**src/rtl/reload_edge_timer_pkg.sv**
```systemverilog
package reload_edge_timer_pkg;

    typedef enum logic [0:0] {
        REQ_UF  = 1'b0,
        REQ_PIN = 1'b1
    } req_id_e;

    localparam int NUM_REQ = 2;

    typedef struct packed {
        logic meas;
        logic pol;
    } pin_cfg_t;

    // Pin level seen through the polarity: a rise of this view is the active edge.
    function automatic logic active_view(input logic lvl, input logic pol);
        return lvl ^ ~pol;
    endfunction

endpackage

```
**src/rtl/ret_src_mux.sv**
```systemverilog
module ret_src_mux #(
    parameter int NUM_SRC = 4,
    localparam int SEL_W = $clog2(NUM_SRC)
) (
    input  logic               clk,
    input  logic               rst,
    input  logic [NUM_SRC-1:0] src_tick,
    input  logic               stop_cnt,
    input  logic               sel_we,
    input  logic [SEL_W-1:0]   sel_data,
    output logic               tick
);
    logic [SEL_W-1:0] sel_q;

    always_ff @(posedge clk) begin
        if (rst) begin
            sel_q <= '0;
        end else if (sel_we && stop_cnt) begin
            sel_q <= sel_data;
        end
    end

    assign tick = src_tick[sel_q] & ~stop_cnt;

    // the selection cannot move while counting runs
    p_sel_frozen_r9: assert property (@(posedge clk) disable iff (rst)
        !stop_cnt |=> sel_q == $past(sel_q));

    // no tick escapes while halted
    p_no_tick_stopped_r4: assert property (@(posedge clk) disable iff (rst)
        stop_cnt |-> !tick);

endmodule

```
**src/rtl/ret_counter.sv**
```systemverilog
module ret_counter #(
    parameter int CNT_W = 8
) (
    input  logic             clk,
    input  logic             rst,
    input  logic             tick,
    input  logic             stop_cnt,
    input  logic             latch_we,
    input  logic [CNT_W-1:0] latch_data,
    output logic [CNT_W-1:0] cnt_q,
    output logic             uf_evt
);
    logic [CNT_W-1:0] latch_q;
    logic             at_zero;

    assign at_zero = (cnt_q == '0);
    assign uf_evt  = tick & at_zero;

    always_ff @(posedge clk) begin
        if (rst) begin
            latch_q <= '0;
            cnt_q   <= '0;
        end else begin
            if (latch_we) begin
                latch_q <= latch_data;
            end
            if (tick) begin
                cnt_q <= at_zero ? latch_q : cnt_q - 1'b1;
            end else if (latch_we && stop_cnt) begin
                cnt_q <= latch_data;
            end
        end
    end

    // an underflow tick reloads from the latch held before that edge
    p_reload_r2: assert property (@(posedge clk) disable iff (rst)
        (tick && cnt_q == '0) |=> cnt_q == $past(latch_q));

    // a non-zero count steps down by one per tick
    p_step_r2: assert property (@(posedge clk) disable iff (rst)
        (tick && cnt_q != '0) |=> cnt_q == $past(cnt_q) - 1'b1);

    // without tick or stopped load the count holds
    p_hold_r4: assert property (@(posedge clk) disable iff (rst)
        (!tick && !(latch_we && stop_cnt)) |=> $stable(cnt_q));

endmodule

```
**src/rtl/ret_pin_edge.sv**
```systemverilog
module ret_pin_edge
    import reload_edge_timer_pkg::*;
#(
    parameter int SYNC_STAGES = 2
) (
    input  logic     clk,
    input  logic     rst,
    input  logic     pin_in,
    input  pin_cfg_t cfg,
    output logic     edge_evt
);
    logic [SYNC_STAGES-1:0] sync_q;
    logic                   lvl;
    logic                   view;
    logic                   view_q;

    always_ff @(posedge clk) begin
        if (rst) begin
            sync_q <= '0;
        end else begin
            sync_q <= {sync_q[SYNC_STAGES-2:0], pin_in};
        end
    end

    assign lvl  = sync_q[SYNC_STAGES-1];
    assign view = active_view(lvl, cfg.pol);

    always_ff @(posedge clk) begin
        if (rst) begin
            view_q <= active_view(1'b0, cfg.pol);
        end else begin
            view_q <= view;
        end
    end

    assign edge_evt = cfg.meas ? (view ^ view_q) : (view & ~view_q);

    // in measurement mode any synchronized pin change is an event
    p_both_edges_r7: assert property (@(posedge clk) disable iff (rst)
        (cfg.meas && cfg.pol == $past(cfg.pol) && lvl != $past(lvl)) |-> edge_evt);

    // a still pin under a steady polarity raises nothing
    p_still_quiet_r5: assert property (@(posedge clk) disable iff (rst)
        (cfg.pol == $past(cfg.pol) && lvl == $past(lvl)) |-> !edge_evt);

endmodule

```
**src/rtl/ret_req_flag.sv**
```systemverilog
module ret_req_flag (
    input  logic clk,
    input  logic rst,
    input  logic set_evt,
    input  logic clr,
    input  logic ie,
    output logic req,
    output logic irq
);
    always_ff @(posedge clk) begin
        if (rst) begin
            req <= 1'b0;
        end else if (set_evt) begin
            req <= 1'b1;
        end else if (clr) begin
            req <= 1'b0;
        end
    end

    assign irq = req & ie;

    // an event wins over a coincident clear
    p_set_wins_r11: assert property (@(posedge clk) disable iff (rst)
        set_evt |=> req);

    // the flag is sticky without a clear
    p_sticky_r11: assert property (@(posedge clk) disable iff (rst)
        (req && !clr) |=> req);

endmodule

```
**src/rtl/reload_edge_timer.sv**
```systemverilog
module reload_edge_timer
    import reload_edge_timer_pkg::*;
#(
    parameter int NUM_SRC     = 4,
    parameter int CNT_W       = 8,
    parameter int SYNC_STAGES = 2
) (
    input  logic                       clk,
    input  logic                       rst,
    input  logic [NUM_SRC-1:0]         src_tick,
    input  logic                       stop_cnt,
    input  logic                       src_sel_we,
    input  logic [$clog2(NUM_SRC)-1:0] src_sel_data,
    input  logic                       latch_we,
    input  logic [CNT_W-1:0]           latch_data,
    input  logic                       pin_in,
    input  logic                       edge_pol,
    input  logic                       meas_mode,
    input  logic                       uf_ie,
    input  logic                       pin_ie,
    input  logic                       uf_clr,
    input  logic                       pin_clr,
    output logic [CNT_W-1:0]           count_o,
    output logic                       uf_req,
    output logic                       pin_req,
    output logic                       uf_irq,
    output logic                       pin_irq
);
    logic               tick;
    logic               uf_evt;
    logic               pin_evt;
    pin_cfg_t           cfg;
    logic [NUM_REQ-1:0] evt_v, clr_v, ie_v, req_v, irq_v;

    ret_src_mux #(.NUM_SRC(NUM_SRC)) u_src (
        .clk(clk), .rst(rst), .src_tick(src_tick), .stop_cnt(stop_cnt),
        .sel_we(src_sel_we), .sel_data(src_sel_data), .tick(tick)
    );

    ret_counter #(.CNT_W(CNT_W)) u_cnt (
        .clk(clk), .rst(rst), .tick(tick), .stop_cnt(stop_cnt),
        .latch_we(latch_we), .latch_data(latch_data),
        .cnt_q(count_o), .uf_evt(uf_evt)
    );

    assign cfg = '{meas: meas_mode, pol: edge_pol};

    ret_pin_edge #(.SYNC_STAGES(SYNC_STAGES)) u_pin (
        .clk(clk), .rst(rst), .pin_in(pin_in), .cfg(cfg), .edge_evt(pin_evt)
    );

    assign evt_v[REQ_UF]  = uf_evt;
    assign evt_v[REQ_PIN] = pin_evt;
    assign clr_v[REQ_UF]  = uf_clr;
    assign clr_v[REQ_PIN] = pin_clr;
    assign ie_v[REQ_UF]   = uf_ie;
    assign ie_v[REQ_PIN]  = pin_ie;

    for (genvar g = 0; g < NUM_REQ; g++) begin : g_req
        ret_req_flag u_flag (
            .clk(clk), .rst(rst), .set_evt(evt_v[g]), .clr(clr_v[g]),
            .ie(ie_v[g]), .req(req_v[g]), .irq(irq_v[g])
        );
    end

    assign uf_req  = req_v[REQ_UF];
    assign pin_req = req_v[REQ_PIN];
    assign uf_irq  = irq_v[REQ_UF];
    assign pin_irq = irq_v[REQ_PIN];

    // no interrupt without its enable
    p_gate_r10: assert property (@(posedge clk) disable iff (rst)
        !$countones({uf_irq & ~uf_ie, pin_irq & ~pin_ie}));

endmodule

```
**config.mk**
```make
export PLATFORM = sky130hd
export DESIGN_NAME = reload_edge_timer
export DESIGN_NICKNAME = d
export VERILOG_FILES = /design/src/rtl/reload_edge_timer_pkg.sv /design/src/rtl/ret_src_mux.sv /design/src/rtl/ret_counter.sv /design/src/rtl/ret_pin_edge.sv /design/src/rtl/ret_req_flag.sv /design/src/rtl/reload_edge_timer.sv
export SDC_FILE = /design/constraint.sdc
export NUM_CORES = 1
export LEC_CHECK = 0
export BUFFER_PORTS_ARGS = -buffer_cell sky130_fd_sc_hd__buf_2
export CAP_MARGIN = 20
export CORE_ASPECT_RATIO = 1.5
export CORE_UTILIZATION = 56
export CTS_BUF_LIST = sky130_fd_sc_hd__clkbuf_4 sky130_fd_sc_hd__clkbuf_8
export DETAILED_ROUTE_END_ITERATION = 16
export PLACE_DENSITY = 0.83
export SLEW_MARGIN = 20
export SYNTH_ARGS = -nofsm -noshare
export SYNTH_HDL_FRONTEND = slang
export SYNTH_SLANG_ARGS = --single-unit
```
**constraint.sdc**
```tcl
create_clock -name clk -period 3.15 [get_ports clk]
set_input_delay 0.1575 -clock clk [delete_from_list [all_inputs] [get_ports clk]]
set_output_delay 0.1575 -clock clk [all_outputs]
set_load 0.02 [all_outputs]
```
After elaboration in Yosys (flattened, before gate mapping)
Cells that the tools add are included.
{ "totals": {"ff_bits": 23, "input_bits": 26, "out_inout_bits": 12, "elab_cells": 36} }
{ "classes": {"add_sub_neg": 1, "magnitude_cmp": 1, "muxes": 11, "bitwise": 10, "reduce_logical": 6} }
{ "op_table": {"columns": ["operator", "count"], "rows": [
  ["$mux 8", 3],
  ["$logic_not 8->1", 1],
  ["$sub 8x1->8 const B", 1],
  ["$mux 1", 7],
  ["$reduce_bool 2->1", 3],
  ["$and 1x1->1", 5],
  ["$lt 2x3->1 const B", 1],
  ["$not 1->1", 3],
  ["$bmux 1 s2", 1],
  ["$logic_and 1x1->1", 2],
  ["$xor 1x1->1", 2]
]} }

Longest topological paths before layout
{ "logic_depth": {"depth_word": 5, "mapped_depth": 6, "mapped_depth_nobuf": 6} }

By module
A second synthesis with hierarchy kept.
{ "unflattened": {"cells_unflattened": 129, "hier_area_um2": 1234.9} }
{ "by_module_without_submodules": {"columns": ["module", "instances", "cells_per_inst", "area_each_um2"], "rows": [
  ["ret_counter", 1, 97, 894.6],
  ["ret_pin_edge", 1, 12, 133.9],
  ["ret_src_mux", 1, 10, 116.4],
  ["ret_req_flag", 2, 5, 45.0]
]} }

Worst setup path after synthesis
OpenSTA, ideal clock, no wires.
{ "synth_timing": {"path_type": "flip-flop to flip-flop", "from": "register u_cnt.cnt_q[0]", "to": "register u_cnt.cnt_q[7]", "setup_time_ps": 70, "arrival_time_ps": 1793, "required_ps": 3080, "setup_slack_ps": 1287, "stages_incl_launch_ff": 7, "cell_sequence": "dfxtp_1 > inv_1 > ha_1 > or3_1 > a2111oi_2 > o221ai_1 > a21boi_1"} }
{ "synth_between": {"elab_chain_cells": 3, "elab_cells_between_ends": 4, "classes_between": "add/sub: 1; mux: 2; reduce/logical: 1"} }
{ "synth_rtl": {"columns": ["element", "line", "rtl"], "rows": [
  ["start: declaration", "ret_counter.sv:10", "output logic [CNT_W-1:0] cnt_q,"],
  ["start signal: assignment", "ret_counter.sv:28", "cnt_q <= at_zero ? latch_q : cnt_q - 1'b1;"],
  ["start signal: assignment", "ret_counter.sv:30", "cnt_q <= latch_data;"],
  ["$sub 8x1->8 or $logic_not 8->1 (tied branches)", "ret_counter.sv:28, ret_counter.sv:16", null],
  ["$mux 8 *", "ret_counter.sv:28", null],
  ["$mux 8 *", "ret_counter.sv:27", "if (tick) begin"]
]} }
Mark *: on every way between the ends. The rest lies on a longest branch, timed or not.
A chain may end at the register's enable or synchronous reset.

Worst setup path in the final report
Same ends and word-level chain as after synthesis.

==> flow_summary.yaml <==
status:
  run_status: "finished, final reports clean"
logic_synthesis:
  ys.flop_type: "dfxtp_1"
  synth.distinct_cells: 37
  syn_nets: 166
  ys_seq_area_share_pct: 37.51
  synth_edf_count: 0
  synthArstFlopShare_pct: 0
  synth_area_um2: 1227
  syn_area_per_cell_um2: 8.959
  ys_warn_count: 0
  synthCells: 137
  synth_seq_cells: 23
hold_path:
  min_path_type: "in2reg"
  hp-start: "pin_in"
  whs_endpoint: "u_pin.sync_q[0]$_SDFF_PP0_"
  hold_depth: 2
worst_setup_path:
  cp-end-kind: "flop"
  cp_slowest_cell: "dfxtp_1"
  worst-path-max-fanout: 6
  critical_path.max_stage_delay_ps: 410
  cp.arrival_ps: 2100
  reg2reg_setup_slack_ps: 1310
  r2r_start: "u_cnt.cnt_q[0]$_SDFFE_PP0P_"
  path_cells: "inv_1 -> ha_1 -> or3_1 -> a2111oi_2 -> o221ai_1 -> a21boi_1"
  cp.required_ps: 3410
  rr_worst_depth: 6
  path_class: "reg2reg"
  timing.rr.end: "u_cnt.cnt_q[7]$_SDFFE_PP0P_"
  worstSetupStartpointType: "flop"
grt:
  grt-ovfl-total: 0
  grt_first_pass_wirelength_mm: 4.360
  antenna_found_initial: 0
  grt_pass1_vias: 1076
  grt_usage_pct: 25.90
  grt_util_met2_pct: 44.70
  busiest_layer: "met2"
  use_met1_pct: 29.45
  grt_max_degree: 23
  met3_usage_pct: 2.632
clocking:
  htree_levels: 1
  clock_latency_ps: 320
  cts_tree: "built"
  holdBufCountCts: 0
  clk_path_buf_depth: 2
  cts_sinks: 23
  cts_made_buffers: 3
  path_clk_slew_ps: 130
  post_cts_resized: 0
  post_cts_buffers: 0
  cts-root-buf: "clkbuf_4"
die:
  die_y_um: 59.34
  rows: 20
  coreArea_um2: 2052
  die_w_um: 40.23
  start_util_pct: 59.82
  ios: 38
  die_area_um2: 2387
finish:
  layout_common_cells: "buf_2 (37), dfxtp_1 (23), mux2i_1 (15)"
  nets: 202
  antenna_cells: 0
  final_common_cell: "buf_2"
  drive_gt1_share_pct: 27.33
  synthToLayoutAreaGrowth_pct: 17.53
  fin_area_um2: 1443
  fill_cells: 170
sta:
  hold_viol_final: 0
  max_freq_mhz: 542.4
  rsz0062_at_grt: "false"
  setup_ws_ps: 1306
  worst_clock_skew_ps: 5.387
  fin_setup_tns_ps: 0
  period_needed_ps: 1844
  drv_slew: 0
  maxSlewHeadroom_pct: 72.85
  finalCritPeriodShare_pct: 58.53
  worstMarginPinSlew_ps: 407.3
  report.final.setup_viol: 0
drt:
  wirelength_mm: 2.646
  drc: 0
  vias_per_cell: 5.799
  vias: 1125
  dr.pass1.iters: 4
  wl_per_cell_um: 13.64
  drtIter0Drc: 27
  drt.antenna.violating_nets: 0
place:
  port_buffers: 37
  gp_congestion: 0.8500
  dp_slack_ps: 1331
  dp_hpwl_mm: 1.990
  place_area_um2: 1413
power:
  peakVddDrop_mv: 0.3414
  p_leak_nw: 0.6994
  finalPower_mw: 0.7297
  power_density_nw_per_um2: 505.8
job:
  cap_violations: 0
worst max-delay path: cells and delay by family (launching register included):
kind / cells / cell delay (ps)
adders and majority gates: 1 / 250
AOI/OAI and AO/OA: 3 / 680
DFF: 1 / 410
and+or+nand+nor: 1 / 330
buffers and inverters: 1 / 100
layout make-up:
| class | count | area, µm² | area share [%] |
|---|---|---|---|
| Multi-Input combinational cell | 100 | 709.4 | 49.18 |
| Tap cell | 22 | 27.53 | 1.908 |
| Timing Repair Buffer | 37 | 185.2 | 12.84 |
| Clock buffer | 4 | 30.03 | 2.082 |
| Inverter | 8 | 30.03 | 2.082 |
| Sequential cell | 23 | 460.4 | 31.92 |
through the flow:
step | utilization, % | instances | hold slack (ps)
after floorplan | - | 137 | 256.1
after global placement | 68.84 | 190 | 376.8
after detailed placement | 68.84 | 190 | 378.5
after CTS | 70.30 | 194 | 41.43
after global routing | 70.30 | 194 | 30.73
final | 70.30 | 194 | 41.76
cells in the mapped netlist (2+ instances only):
cell | number | area [µm²]
nor2b_1 | 4 | 25.02
clkbuf_1 | 4 | 15.01
nor2_1 | 12 | 45.04
nor3_1 | 2 | 10.01
xor2_1 | 3 | 26.28
nand3_1 | 6 | 30.03
nand2_1 | 9 | 33.78
ha_1 | 3 | 37.54
a31oi_1 | 3 | 18.77
dfxtp_1 | 23 | 460.4
nand2b_1 | 2 | 12.51
mux2i_1 | 15 | 150.1
a21oi_1 | 5 | 25.02
o21ai_0 | 3 | 15.01
xnor2_1 | 2 | 17.52
o31a_1 | 2 | 17.52
inv_1 | 8 | 30.03
o22ai_1 | 3 | 18.77
and3_1 | 2 | 12.51
nand4_1 | 2 | 12.51
o221ai_1 | 4 | 35.03
mux2_2 | 2 | 22.52
or3_1 | 2 | 12.51
and2_1 | 3 | 18.77
flip-flops by register name, summed over array words and instances (netlist names):
register and flops:
u_cnt.cnt_q 8, u_cnt.latch_q 8, g_req.u_flag.req 2, u_pin.sync_q 2, u_src.sel_q 2, u_pin.view_q 1
layer usage:
layer,vias up,part of all wire [%]
met1,506,42
met5,-,0
met2,49,49
li1,563,-
met3,7,5.9
met4,0,2.7
report_power, final:
group	leakage [nW]	internal (mW)	switching, mW
registers	0.190	0.316	0.0285
clock network	0.0184	0.0582	0.0895
logic	0.491	0.103	0.134
total	0.699	0.477	0.252
kinds of logic (layout without fill, tap and decap cells):
logic type | Yosys count | after routing | synth area share [%]
multiplexers | 17 | 17 | 14.07
AND/OR/NAND/NOR | 48 | 48 | 20.28
buffers and inverters | 14 | 49 | 4.689
adder cells (fa/ha/maj) | 3 | 3 | 3.058
flip-flops | 23 | 23 | 37.51
AO/OA/AOI/OAI | 27 | 27 | 16.82
XOR/XNOR | 5 | 5 | 3.568
worst max-delay path by stage:
stage                                            from                          end  slack (ps)  depth (start not counted)
after CTS                 u_cnt.cnt_q[0]$_SDFFE_PP0P_  u_cnt.cnt_q[7]$_SDFFE_PP0P_        1310                          6
after global placement    u_cnt.cnt_q[0]$_SDFFE_PP0P_  u_cnt.cnt_q[7]$_SDFFE_PP0P_        1400                          6
after detailed placement  u_cnt.cnt_q[0]$_SDFFE_PP0P_  u_cnt.cnt_q[7]$_SDFFE_PP0P_        1330                          6
after global routing      u_cnt.cnt_q[1]$_SDFFE_PP0P_  u_cnt.cnt_q[7]$_SDFFE_PP0P_        1200                          6
after floorplan           u_cnt.cnt_q[0]$_SDFFE_PP0P_  u_cnt.cnt_q[7]$_SDFFE_PP0P_        1290                          6
final                     u_cnt.cnt_q[0]$_SDFFE_PP0P_  u_cnt.cnt_q[7]$_SDFFE_PP0P_        1310                          6
(Power assumes the default switching activity.)
